## src/rtl/fcrc_pkg.sv

```systemverilog
// Package: shared sizes and region indices for the dual-region field CRC engine.
// Assumes one word per clock and two regions (active picture, full field).
package fcrc_pkg;
    localparam int DATA_W      = 10;
    localparam int CRC_W       = 16;
    localparam int NUM_REGIONS = 2;
    localparam logic [CRC_W-1:0] CRC_POLY = 16'h1021;

    typedef enum int {
        REGION_AP = 0,
        REGION_FF = 1
    } region_e;
endpackage

```

## src/rtl/fcrc_fold.sv

```systemverilog
// Module: fcrc_fold
// Maps the top four codes of the word range onto the all-ones code, so that
// 8-bit sources that pad their low bits give the same check words as 10-bit ones.
// Assumes WIDTH >= 3. Purely combinational.
module fcrc_fold #(
    parameter int WIDTH = 10
) (
    input  logic [WIDTH-1:0] word_in,
    output logic [WIDTH-1:0] word_out
);
    localparam int HI_W = WIDTH - 2;

    logic top_band;

    // Detect a word in the band whose upper bits are all ones
    always_comb top_band = &word_in[WIDTH-1:2];

    // Force the two low bits high inside the band
    always_comb word_out = top_band ? {word_in[WIDTH-1:2], 2'b11} : word_in;

    logic [HI_W-1:0] unused_hi;
    always_comb unused_hi = word_in[WIDTH-1:2];
endmodule

```

## src/rtl/fcrc_lane.sv

```systemverilog
// Module: fcrc_lane
// One region's check path: a gated bitwise CRC accumulator, a capture register
// loaded at field end, and a receive-mode comparator for the error flag.
// Assumes word_in is already folded and field_end is a one-cycle strobe.
module fcrc_lane #(
    parameter int              DATA_W = 10,
    parameter int              CRC_W  = 16,
    parameter logic [CRC_W-1:0] POLY  = 16'h1021
) (
    input  logic              clk,
    input  logic              rst_n,
    input  logic [DATA_W-1:0] word_in,
    input  logic              en,
    input  logic              field_end,
    input  logic              tx_mode,
    input  logic [CRC_W-1:0]  rx_crc,
    input  logic              rx_valid,
    output logic [CRC_W-1:0]  crc_q,
    output logic              err_q
);
    logic [CRC_W-1:0] acc;
    logic [CRC_W-1:0] acc_nxt;

    // Advance a CRC by one word, bit 0 first
    function automatic logic [CRC_W-1:0] advance(input logic [CRC_W-1:0] c_in,
                                                 input logic [DATA_W-1:0] w);
        logic [CRC_W-1:0] c;
        logic             fb;
        c = c_in;
        for (int i = 0; i < DATA_W; i++) begin
            fb = w[i] ^ c[CRC_W-1];
            c  = {c[CRC_W-2:0], 1'b0} ^ (fb ? POLY : '0);
        end
        return c;
    endfunction

    // Next accumulator value including the current word when enabled
    always_comb acc_nxt = en ? advance(acc, word_in) : acc;

    // Running accumulator, restarted from zero after field end
    always_ff @(posedge clk) begin
        if (!rst_n)         acc <= '0;
        else if (field_end) acc <= '0;
        else                acc <= acc_nxt;
    end

    // Capture the finished check word at field end
    always_ff @(posedge clk) begin
        if (!rst_n)         crc_q <= '0;
        else if (field_end) crc_q <= acc_nxt;
    end

    // Error flag: cleared in transmit, compared in receive at field end
    always_ff @(posedge clk) begin
        if (!rst_n)         err_q <= 1'b0;
        else if (tx_mode)   err_q <= 1'b0;
        else if (field_end) err_q <= rx_valid && (acc_nxt != rx_crc);
    end


    idle_hold_chk: assert property (@(posedge clk) disable iff (!rst_n)
        (!en && !field_end) |=> $stable(acc));


    restart_zero_chk: assert property (@(posedge clk) disable iff (!rst_n)
        field_end |=> (acc == '0));


    hold_between_chk: assert property (@(posedge clk) disable iff (!rst_n)
        !field_end |=> ($stable(crc_q) && !$rose(err_q)));


    invalid_clear_chk: assert property (@(posedge clk) disable iff (!rst_n)
        (field_end && !rx_valid) |=> !err_q);


    tx_clear_chk: assert property (@(posedge clk) disable iff (!rst_n)
        tx_mode |=> !err_q);
endmodule

```

## src/rtl/field_crc_pair.sv

```systemverilog
// Module: field_crc_pair
// Top of the dual-region field CRC engine: folds each incoming word once,
// then feeds it to one lane per region (active picture, full field).
// Assumes region enables and field_end come from upstream timing logic.
module field_crc_pair
    import fcrc_pkg::*;
(
    input  logic              clk,
    input  logic              rst_n,
    input  logic [9:0]        din,
    input  logic              ap_en,
    input  logic              ff_en,
    input  logic              field_end,
    input  logic              tx_mode,
    input  logic [15:0]       rx_ap_crc,
    input  logic              rx_ap_valid,
    input  logic [15:0]       rx_ff_crc,
    input  logic              rx_ff_valid,
    output logic [15:0]       ap_crc,
    output logic [15:0]       ff_crc,
    output logic              ap_err,
    output logic              ff_err
);
    logic [DATA_W-1:0] folded;
    logic [NUM_REGIONS-1:0]            lane_en;
    logic [NUM_REGIONS-1:0]            lane_rx_valid;
    logic [NUM_REGIONS-1:0][CRC_W-1:0] lane_rx_crc;
    logic [NUM_REGIONS-1:0][CRC_W-1:0] lane_crc;
    logic [NUM_REGIONS-1:0]            lane_err;

    fcrc_fold #(.WIDTH(DATA_W)) u_fold (
        .word_in  (din),
        .word_out (folded)
    );

    // Gather per-region inputs into indexed vectors
    always_comb begin
        lane_en[REGION_AP]       = ap_en;
        lane_en[REGION_FF]       = ff_en;
        lane_rx_valid[REGION_AP] = rx_ap_valid;
        lane_rx_valid[REGION_FF] = rx_ff_valid;
        lane_rx_crc[REGION_AP]   = rx_ap_crc;
        lane_rx_crc[REGION_FF]   = rx_ff_crc;
    end

    for (genvar g = 0; g < NUM_REGIONS; g++) begin : g_lane
        fcrc_lane #(
            .DATA_W (DATA_W),
            .CRC_W  (CRC_W),
            .POLY   (CRC_POLY)
        ) u_lane (
            .clk       (clk),
            .rst_n     (rst_n),
            .word_in   (folded),
            .en        (lane_en[g]),
            .field_end (field_end),
            .tx_mode   (tx_mode),
            .rx_crc    (lane_rx_crc[g]),
            .rx_valid  (lane_rx_valid[g]),
            .crc_q     (lane_crc[g]),
            .err_q     (lane_err[g])
        );
    end

    // Drive region outputs from the lanes
    always_comb begin
        ap_crc = lane_crc[REGION_AP];
        ff_crc = lane_crc[REGION_FF];
        ap_err = lane_err[REGION_AP];
        ff_err = lane_err[REGION_FF];
    end


    fold_band_chk: assert property (@(posedge clk) disable iff (!rst_n)
        (din >= 10'h3FC) |-> (folded == 10'h3FF));
endmodule

```

## config.mk

```make
export PLATFORM = sky130hd
export DESIGN_NAME = field_crc_pair
export DESIGN_NICKNAME = d
export VERILOG_FILES = /design/src/rtl/fcrc_pkg.sv /design/src/rtl/fcrc_fold.sv /design/src/rtl/fcrc_lane.sv /design/src/rtl/field_crc_pair.sv
export SDC_FILE = /design/constraint.sdc
export NUM_CORES = 1
export LEC_CHECK = 0
export ABC_AREA = 1
export BUFFER_PORTS_ARGS = -buffer_cell sky130_fd_sc_hd__buf_4
export CORE_UTILIZATION = 40
export DETAILED_ROUTE_END_ITERATION = 10
export MAX_ROUTING_LAYER = met4
export SYNTH_ARGS = -nofsm -noshare
export SYNTH_HDL_FRONTEND = slang
export SYNTH_SLANG_ARGS = --single-unit
```

## constraint.sdc

```tcl
create_clock -name clk -period 2.6 [get_ports clk]
set_input_delay 0.39 -clock clk [delete_from_list [all_inputs] [get_ports clk]]
set_output_delay 0.39 -clock clk [all_outputs]
set_load 0.03 [all_outputs]
```

==> results of run 1 <==
==> metal layers <==
layer / GRT usage [%] / vias up / part of all wire [%]
li1: - / 2175 / -
met1: 36.2 / 1899 / 52
met2: 35.9 / 131 / 42
met3: 3.35 / 9 / 5.5
met4: 7.25 / 0 / 0.97
met5: - / - / 0
==> power groups by stage <==
stage               logic, µW  registers (µW)  clock network [µW]
floorplan                 486            1210                   0
global route              931            1130                1140
detailed placement        831            1140                   0
CTS                       834            1120                1090
finish                    838            1120                1070
global placement          822            1140                   0
==> through the flow <==
stage | hold WS [ns] | util, % | instance area [µm²]
2_1_floorplan | 0.474 | - | 4040
3_3_place_gp | 0.468 | 48.9 | 4780
3_5_place_dp | 0.476 | 48.9 | 4780
4_1_cts | 0.240 | 51.4 | 5020
5_1_grt | 0.234 | 51.4 | 5020
6_report | 0.243 | 51.4 | 5020
==> area by class of cell <==
class | count | area, µm² | area share [%]
clock buffer | 10 | 128 | 2.54
clock inverter | 6 | 115 | 2.29
inverter | 65 | 244 | 4.86
multi-input combinational | 481 | 2370 | 47.2
sequential | 66 | 1320 | 26.3
tap | 133 | 166 | 3.31
timing repair buffer | 90 | 676 | 13.5
==> cell usage after synthesis (2+ instances only) <==
cell type and number:
nand3_2 8, dfxtp_1 66, xor2_1 13, xnor2_1 14, a21oi_2 2, nand2_1 191, buf_2 4, nand2_2 14
clkbuf_1 18, nand3_1 106, or2_2 12, nor2_1 51, a21oi_1 2, o21ai_0 40, nand4_1 3, o211ai_1 2
inv_1 64, nand2_4 5, nand3b_1 13
==> kinds of logic after synthesis <==
family	count (synthesis)	synth area share (%)
AO/OA/AOI/OAI	48	6.36
XOR/XNOR	27	5.86
buffers and inverters	89	8.50
flip-flops	66	32.7
AND/OR/NAND/NOR	406	46.5
==> layout by cell type (no fill, tap or decap) <==
master and n:
bufinv_16 3, nand3b_1 13, nand2_2 14, clkbuf_8 9, or2_1 1, nor2_1 51, nor2_2 1, dfxtp_1 66
nand3_2 8, clkbuf_1 1, clkinv_1 1, o21ai_2 1, xor2_1 13, o211ai_1 2, nand3_1 106, inv_1 64
nand2_1 191, o21ai_1 1, or2_2 12, nor2_4 1, clkinv_4 2, a21oi_1 2, a21oi_2 2, buf_4 90
clkinvlp_4 1, nand2_4 5, xnor2_1 14, o21ai_0 40, nand4_1 3
==> flip-flops by register name, indices dropped and copies added (netlist names) <==
name,count
g_lane.u_lane.crc_q,32
g_lane.u_lane.err_q,2
g_lane.u_lane.acc,32
==> critical path: cells and delay by family (launching register included) <==
kind,cells,cell delay [ns]
AO/OA/AOI/OAI,1,0.05
XOR/XNOR,1,0.31
flip-flops,1,0.36
AND/OR/NAND/NOR,14,1.36
==> how the worst max path moves through the flow <==
stage | endpoint | slack [ns] | depth (start not counted)
detailed placement | g_lane[0].u_lane.err_q | 0.23 | 17
finish | g_lane[0].u_lane.err_q | 0.39 | 16
global placement | g_lane[0].u_lane.err_q | 0.17 | 17
global route | g_lane[0].u_lane.err_q | 0.1 | 16
floorplan | g_lane[0].u_lane.err_q | 0.59 | 19
CTS | g_lane[0].u_lane.err_q | 0.38 | 16
==> impl_metrics.yaml, run 1 <==
cells_and_area:
  fin_nets: 763
  stdcell_count: 851
  drive_gt1_share_pct: 20.8
  syn2layout_area_growth_pct: 24.4
  fillers: 1014
  num_antenna_cells: 0
timing:
  setup_ws_ns: 0.392
  min_period_ns: 2.21
  slew_violations: 0
  skew_ns: 0.0123
  finalCritPeriodShare_pct: 84.9
  finalSetupTns_ns: 0
  tightest_slew_ns: 0.430
  finalSetupViolations: 0
  fmax_mhz: 453
  relSlewSlack_pct: 71.3
  hold_violations: 0
  rsz0062_at_grt: "false"
clock_tree:
  cts.htree.levels: 3
  postCtsSetupBuffers: 0
  cts_hold_buf: 0
  clockBufferDepth: 2
  cts.sinks: 66
  cts_buffers: 9
  path_clk_slew_ns: 0.08
  cts_tree: "done"
  root_buffer: "clkbuf_8"
  cts_resized: 0
  clkLatencyLatePin_ns: 0.35
worst_setup_path:
  r2r_end: "g_lane[0].u_lane.err_q"
  crit_arrival_ns: 2.45
  critical_path_class: "reg -> reg"
  crit_start: "g_lane[0].u_lane.acc[13]"
  r2r_slack_ns: 0.39
  max_stage_delay_ns: 0.36
  cp.required_ns: 2.84
  r2r_start: "g_lane[0].u_lane.acc[13]"
  startpoint_type: "flip-flop"
  path_cells: "xnor2_1, nand2_1, nand2_1, nor2_1, nand2_1, nand3_1, nand2_1, nand2_1, nor2_1, nand2_1, nor2_1, nand3_1, nor2_1, nand2_1, nand2_1, a21oi_2"
  cp_max_fo: 3
  cp-end-kind: "flip-flop"
  r2r_cells: 16
  cp_common_cell: "nand2_1"
  slowest_stage: "dfxtp_1"
global_routing:
  grt_usage_pct: 25.0
  grt_pass1_vias: 3711
  grt_start_max_net_pins: 36
  grt_overflow: 0
  antenna_found_initial: 0
  grt_pass1_wl_um: 18900
power_and_ir_drop:
  swShare_pct: 33.4
  powerDensity_nw_per_um2: 604
  intPower_uw: 2020
  p_leak_uw: 0.00253
  p_seq_share_pct: 37.0
  combPwrFrac_pct: 27.6
  p_switching_uw: 1010
  ir_drop_mv: 0.351
  p_total_uw: 3030
  clkPwrFrac_pct: 35.3
floorplan:
  pin_count: 84
  die_w_um: 102
  start_util_pct: 41.3
  rows: 36
  dieArea_um2: 10500
  fp.coreArea_um2: 9770
  die_h_um: 102
synthesis:
  synth_cell_type_count: 27
  avgSynthCellArea_um2: 6.34
  synthFlopType: "dfxtp_1"
  synth_seq_cells: 66
  synth-async-reset-ratio_pct: 0
  synthTopCellsByArea: "dfxtp_1, nand2_1, nand3_1"
  ys_seq_area_share_pct: 32.7
  netlist.area_leader.share_pct: 32.7
  synth-edff-count: 0
  syn_nets: 686
  ys_warn_count: 0
  yosysTopAreaCell: "dfxtp_1"
  syn_inst: 636
  synth_area_um2: 4040
worst_hold_path:
  holdCritStartpoint: "field_end"
  min_path_cells: 2
  whs_endpoint: "g_lane[0].u_lane.err_q"
  hold_class: "in -> reg"
place:
  port_buffers: 83
  dp.cells: 835
  gp_congestion: 0.957
  place_ws_ns: 0.225
  dp.final_hpwl_um: 9490
job:
  cap_violations: 0
drt:
  vias: 4214
  drt-total-wl_um: 12200
  wire_per_inst_um: 14.3
  initialDrtViolationCount: 212
  drtAntennaViolNets: 0
  viasPerCell: 4.95
  drt_first_pass_iters: 5
  drc: 0
status:
  status: "completed"
Power figures use the tool's default switching activity.
==> run 2: changes to the inputs <==
--- a/config.mk
+++ b/config.mk
@@ -5,7 +5,7 @@
 export SDC_FILE = /design/constraint.sdc
 export NUM_CORES = 1
 export LEC_CHECK = 0
-export ABC_AREA = 1
+export ABC_AREA = 0
 export BUFFER_PORTS_ARGS = -buffer_cell sky130_fd_sc_hd__buf_4
 export CORE_UTILIZATION = 40
 export DETAILED_ROUTE_END_ITERATION = 10
==> constraint.sdc (replaced) <==
create_clock -name clk -period 2.2 [get_ports clk]
set_input_delay 0.33 -clock clk [delete_from_list [all_inputs] [get_ports clk]]
set_output_delay 0.33 -clock clk [all_outputs]
set_load 0.03 [all_outputs]
==> impl_metrics.yaml, run 2 <==
status:
  status: "finished, violations left"
  violations: "setup timing"
worst_setup_path:
  r2r_cells: 9
  cp.required_ns: 2.43
  startpoint_type: "flip-flop"
  r2r_start: "g_lane[0].u_lane.acc[11]"
  crit_arrival_ns: 2.45
  r2r_end: "g_lane[0].u_lane.err_q"
  cp_max_fo: 5
  r2r_slack_ns: -0.03
  critical_path_class: "reg -> reg"
  cp-end-kind: "flip-flop"
power_and_ir_drop:
  p_leak_uw: 0.00268
  combPwrFrac_pct: 41.7
  intPower_uw: 3200
  p_switching_uw: 1530
  swShare_pct: 32.3
  powerDensity_nw_per_um2: 802
  clkPwrFrac_pct: 29.1
  p_total_uw: 4730
  p_seq_share_pct: 29.2
  ir_drop_mv: 0.371
place:
  gp_congestion: 0.903
  dp.final_hpwl_um: 9430
  port_buffers: 83
  place_area_um2: 5460
synthesis:
  synth_cell_type_count: 49
  ys_seq_area_share_pct: 32.2
  synth.most_common_cell: "nor2_1"
  synth-edff-count: 0
  netlist.area_leader.share_pct: 32.2
  synth-async-reset-ratio_pct: 0
  syn_nets: 500
  ys_warn_count: 0
  yosysTopAreaCell: "dfxtp_1"
  synthTopCellsByArea: "dfxtp_1, xnor2_1, xor2_1"
  synth_common_cells: "nor2_1, dfxtp_1, xnor2_1"
  syn_inst: 450
  synthFlopType: "dfxtp_1"
  avgSynthCellArea_um2: 9.12
  synth_seq_cells: 66
  synth_area_um2: 4110
timing:
  min_period_ns: 2.23
  rsz0062_at_grt: "true"
  worst_hold_slack_ns: 0.351
  relSlewSlack_pct: 73.2
  finalSetupViolations: 2
  fmax_mhz: 449
  hold_violations: 0
  tightest_slew_ns: 0.401
  skew_ns: 0.0141
  setup_ws_ns: -0.0280
  finalCritPeriodShare_pct: 101
  slew_violations: 0
cells_and_area:
  regArea_um2: 1330
  multi_input_area_um2: 2810
  syn2layout_area_growth_pct: 43.6
  fillers: 899
  num_antenna_cells: 0
  reg.largest.list: "g_lane.u_lane.acc x32, g_lane.u_lane.crc_q x32, g_lane.u_lane.err_q x2"
  drive_gt1_share_pct: 36.6
  fin_area_um2: 5900
  final_cell_mix: "buf_4, nor2_1, dfxtp_1, xnor2_1, xor2_1"
  final_common_cell: "buf_4"
  fin_nets: 659
clock_tree:
  path_clk_slew_ns: 0.08
  cts.sinks: 66
  cts.htree.levels: 3
  cts_buffers: 9
  cts_tree: "done"
  root_buffer: "clkbuf_8"
  cts_hold_buf: 0
  clkLatencyLatePin_ns: 0.35
  clockBufferDepth: 2
global_routing:
  grt_start_max_net_pins: 33
  grt_pass1_wl_um: 18600
  grt_usage_pct: 24.5
  grt_pass1_vias: 3603
  antenna_found_initial: 0
  grt_overflow: 0
drt:
  wl_met3_um: 420
  drt_first_pass_iters: 4
  viasPerCell: 4.90
  drtAntennaViolNets: 0
  drc: 0
  initialDrtViolationCount: 78
  wire_per_inst_um: 16.0
  dr_wl_met2_um: 5900
  dr.max_layer_used: "met4"
  vias: 3658
  wl_met1_um: 5330
  drt-total-wl_um: 11900
floorplan:
  pin_count: 84
  dieArea_um2: 10700
  fp.coreArea_um2: 9860
  die_h_um: 103
  start_util_pct: 41.6
  rows: 36
  die_w_um: 103
job:
  cap_violations: 0
worst_hold_path:
  holdCritStartpoint: "rx_ff_valid"
  hold_class: "in -> reg"
  min_path_cells: 3
  whs_endpoint: "g_lane[1].u_lane.err_q"
[run 2: cell types whose count changed in the layout (fill, tap and decap cells not counted), moves of 17 or more]
cell,before,now
inv_1,64,9
o21ai_0,40,6
nand3_1,106,4
xnor2_2,0,17
mux2i_1,0,27
nor2_1,51,75
xnor2_1,14,50
xor2_1,13,33
buf_4,90,168
a211oi_1,0,18
a21oi_1,2,24
nand2_1,191,12
[run 2: critical path, stage by stage, from the launching register on]
cell	delay, ns
dfxtp_1	0.33
buf_4	0.15
xnor2_4	0.13
buf_4	0.16
xnor2_2	0.14
xnor2_2	0.20
buf_4	0.17
o311a_1	0.32
xnor2_1	0.15
o311a_1	0.35
[run 2: layout make-up]
type | instances | share of cell area, %
inverter | 9 | 0.573
multi-input combinational | 352 | 47.7
clock buffer | 10 | 2.16
tap | 133 | 2.82
sequential | 66 | 22.5
timing repair buffer | 171 | 22.0
clock inverter | 6 | 2.31
[run 2: power groups by stage]
stage,combinational [µW],clock (µW),sequential (µW)
2_1_floorplan,1020,0,1510
3_5_place_dp,1880,0,1400
5_1_grt,2120,1470,1390
3_3_place_gp,1870,0,1400
6_report,1970,1380,1380
4_1_cts,1980,1410,1380
[run 2: cells by family (layout without fill, tap and decap cells)]
kind of cell,after synthesis,after routing,synth area share (%)
and+or+nand+nor,131,131,14.8
xor gates and xnor gates,116,116,30.1
AOI/OAI and AO/OA,75,75,12.3
DFF,66,66,32.2
buffers and inverters,32,196,3.35
muxes,30,30,7.38
[run 2: through the flow]
stage / worst slack (ns) / util, % / setup TNS, ns / cells
final: -0.0280 / 59.8 / -0.0289 / 747
after global routing: -0.176 / 59.8 / -0.288 / 747
after CTS: -0.0360 / 59.7 / -0.0360 / 747
after detailed placement: -0.415 / 55.3 / -1.33 / 725
after global placement: -0.370 / 55.3 / -0.938 / 725
after floorplan: -0.0101 / - / -0.0101 / 450
[run 2: repair_timing]
| item | in CTS | in global routing |
|---|---|---|
| setup endpoints to repair | 2 | 4 |
| setup buffers | 6 | 0 |
| resized for setup | 21 | 2 |
| pin swaps | 22 | 6 |
[run 2: worst max path at each step]
stage,start,cells past startpoint,slack (ns),to
global route,g_lane[1].u_lane.acc[9],8,-0.18,g_lane[1].u_lane.err_q
global placement,rx_ap_crc[3],9,-0.37,g_lane[0].u_lane.err_q
finish,g_lane[0].u_lane.acc[11],9,-0.03,g_lane[0].u_lane.err_q
CTS,g_lane[0].u_lane.acc[14],9,-0.04,g_lane[0].u_lane.err_q
floorplan,din[8],9,-0.01,g_lane[0].u_lane.err_q
detailed placement,din[8],8,-0.42,g_lane[0].u_lane.err_q
[run 2: layer usage]
layer  GRT usage (%)  vias up
met3            3.70       18
met4            8.67        0
met2            41.6       82
met1            29.4     1698
li1                -     1860
met5               -        -
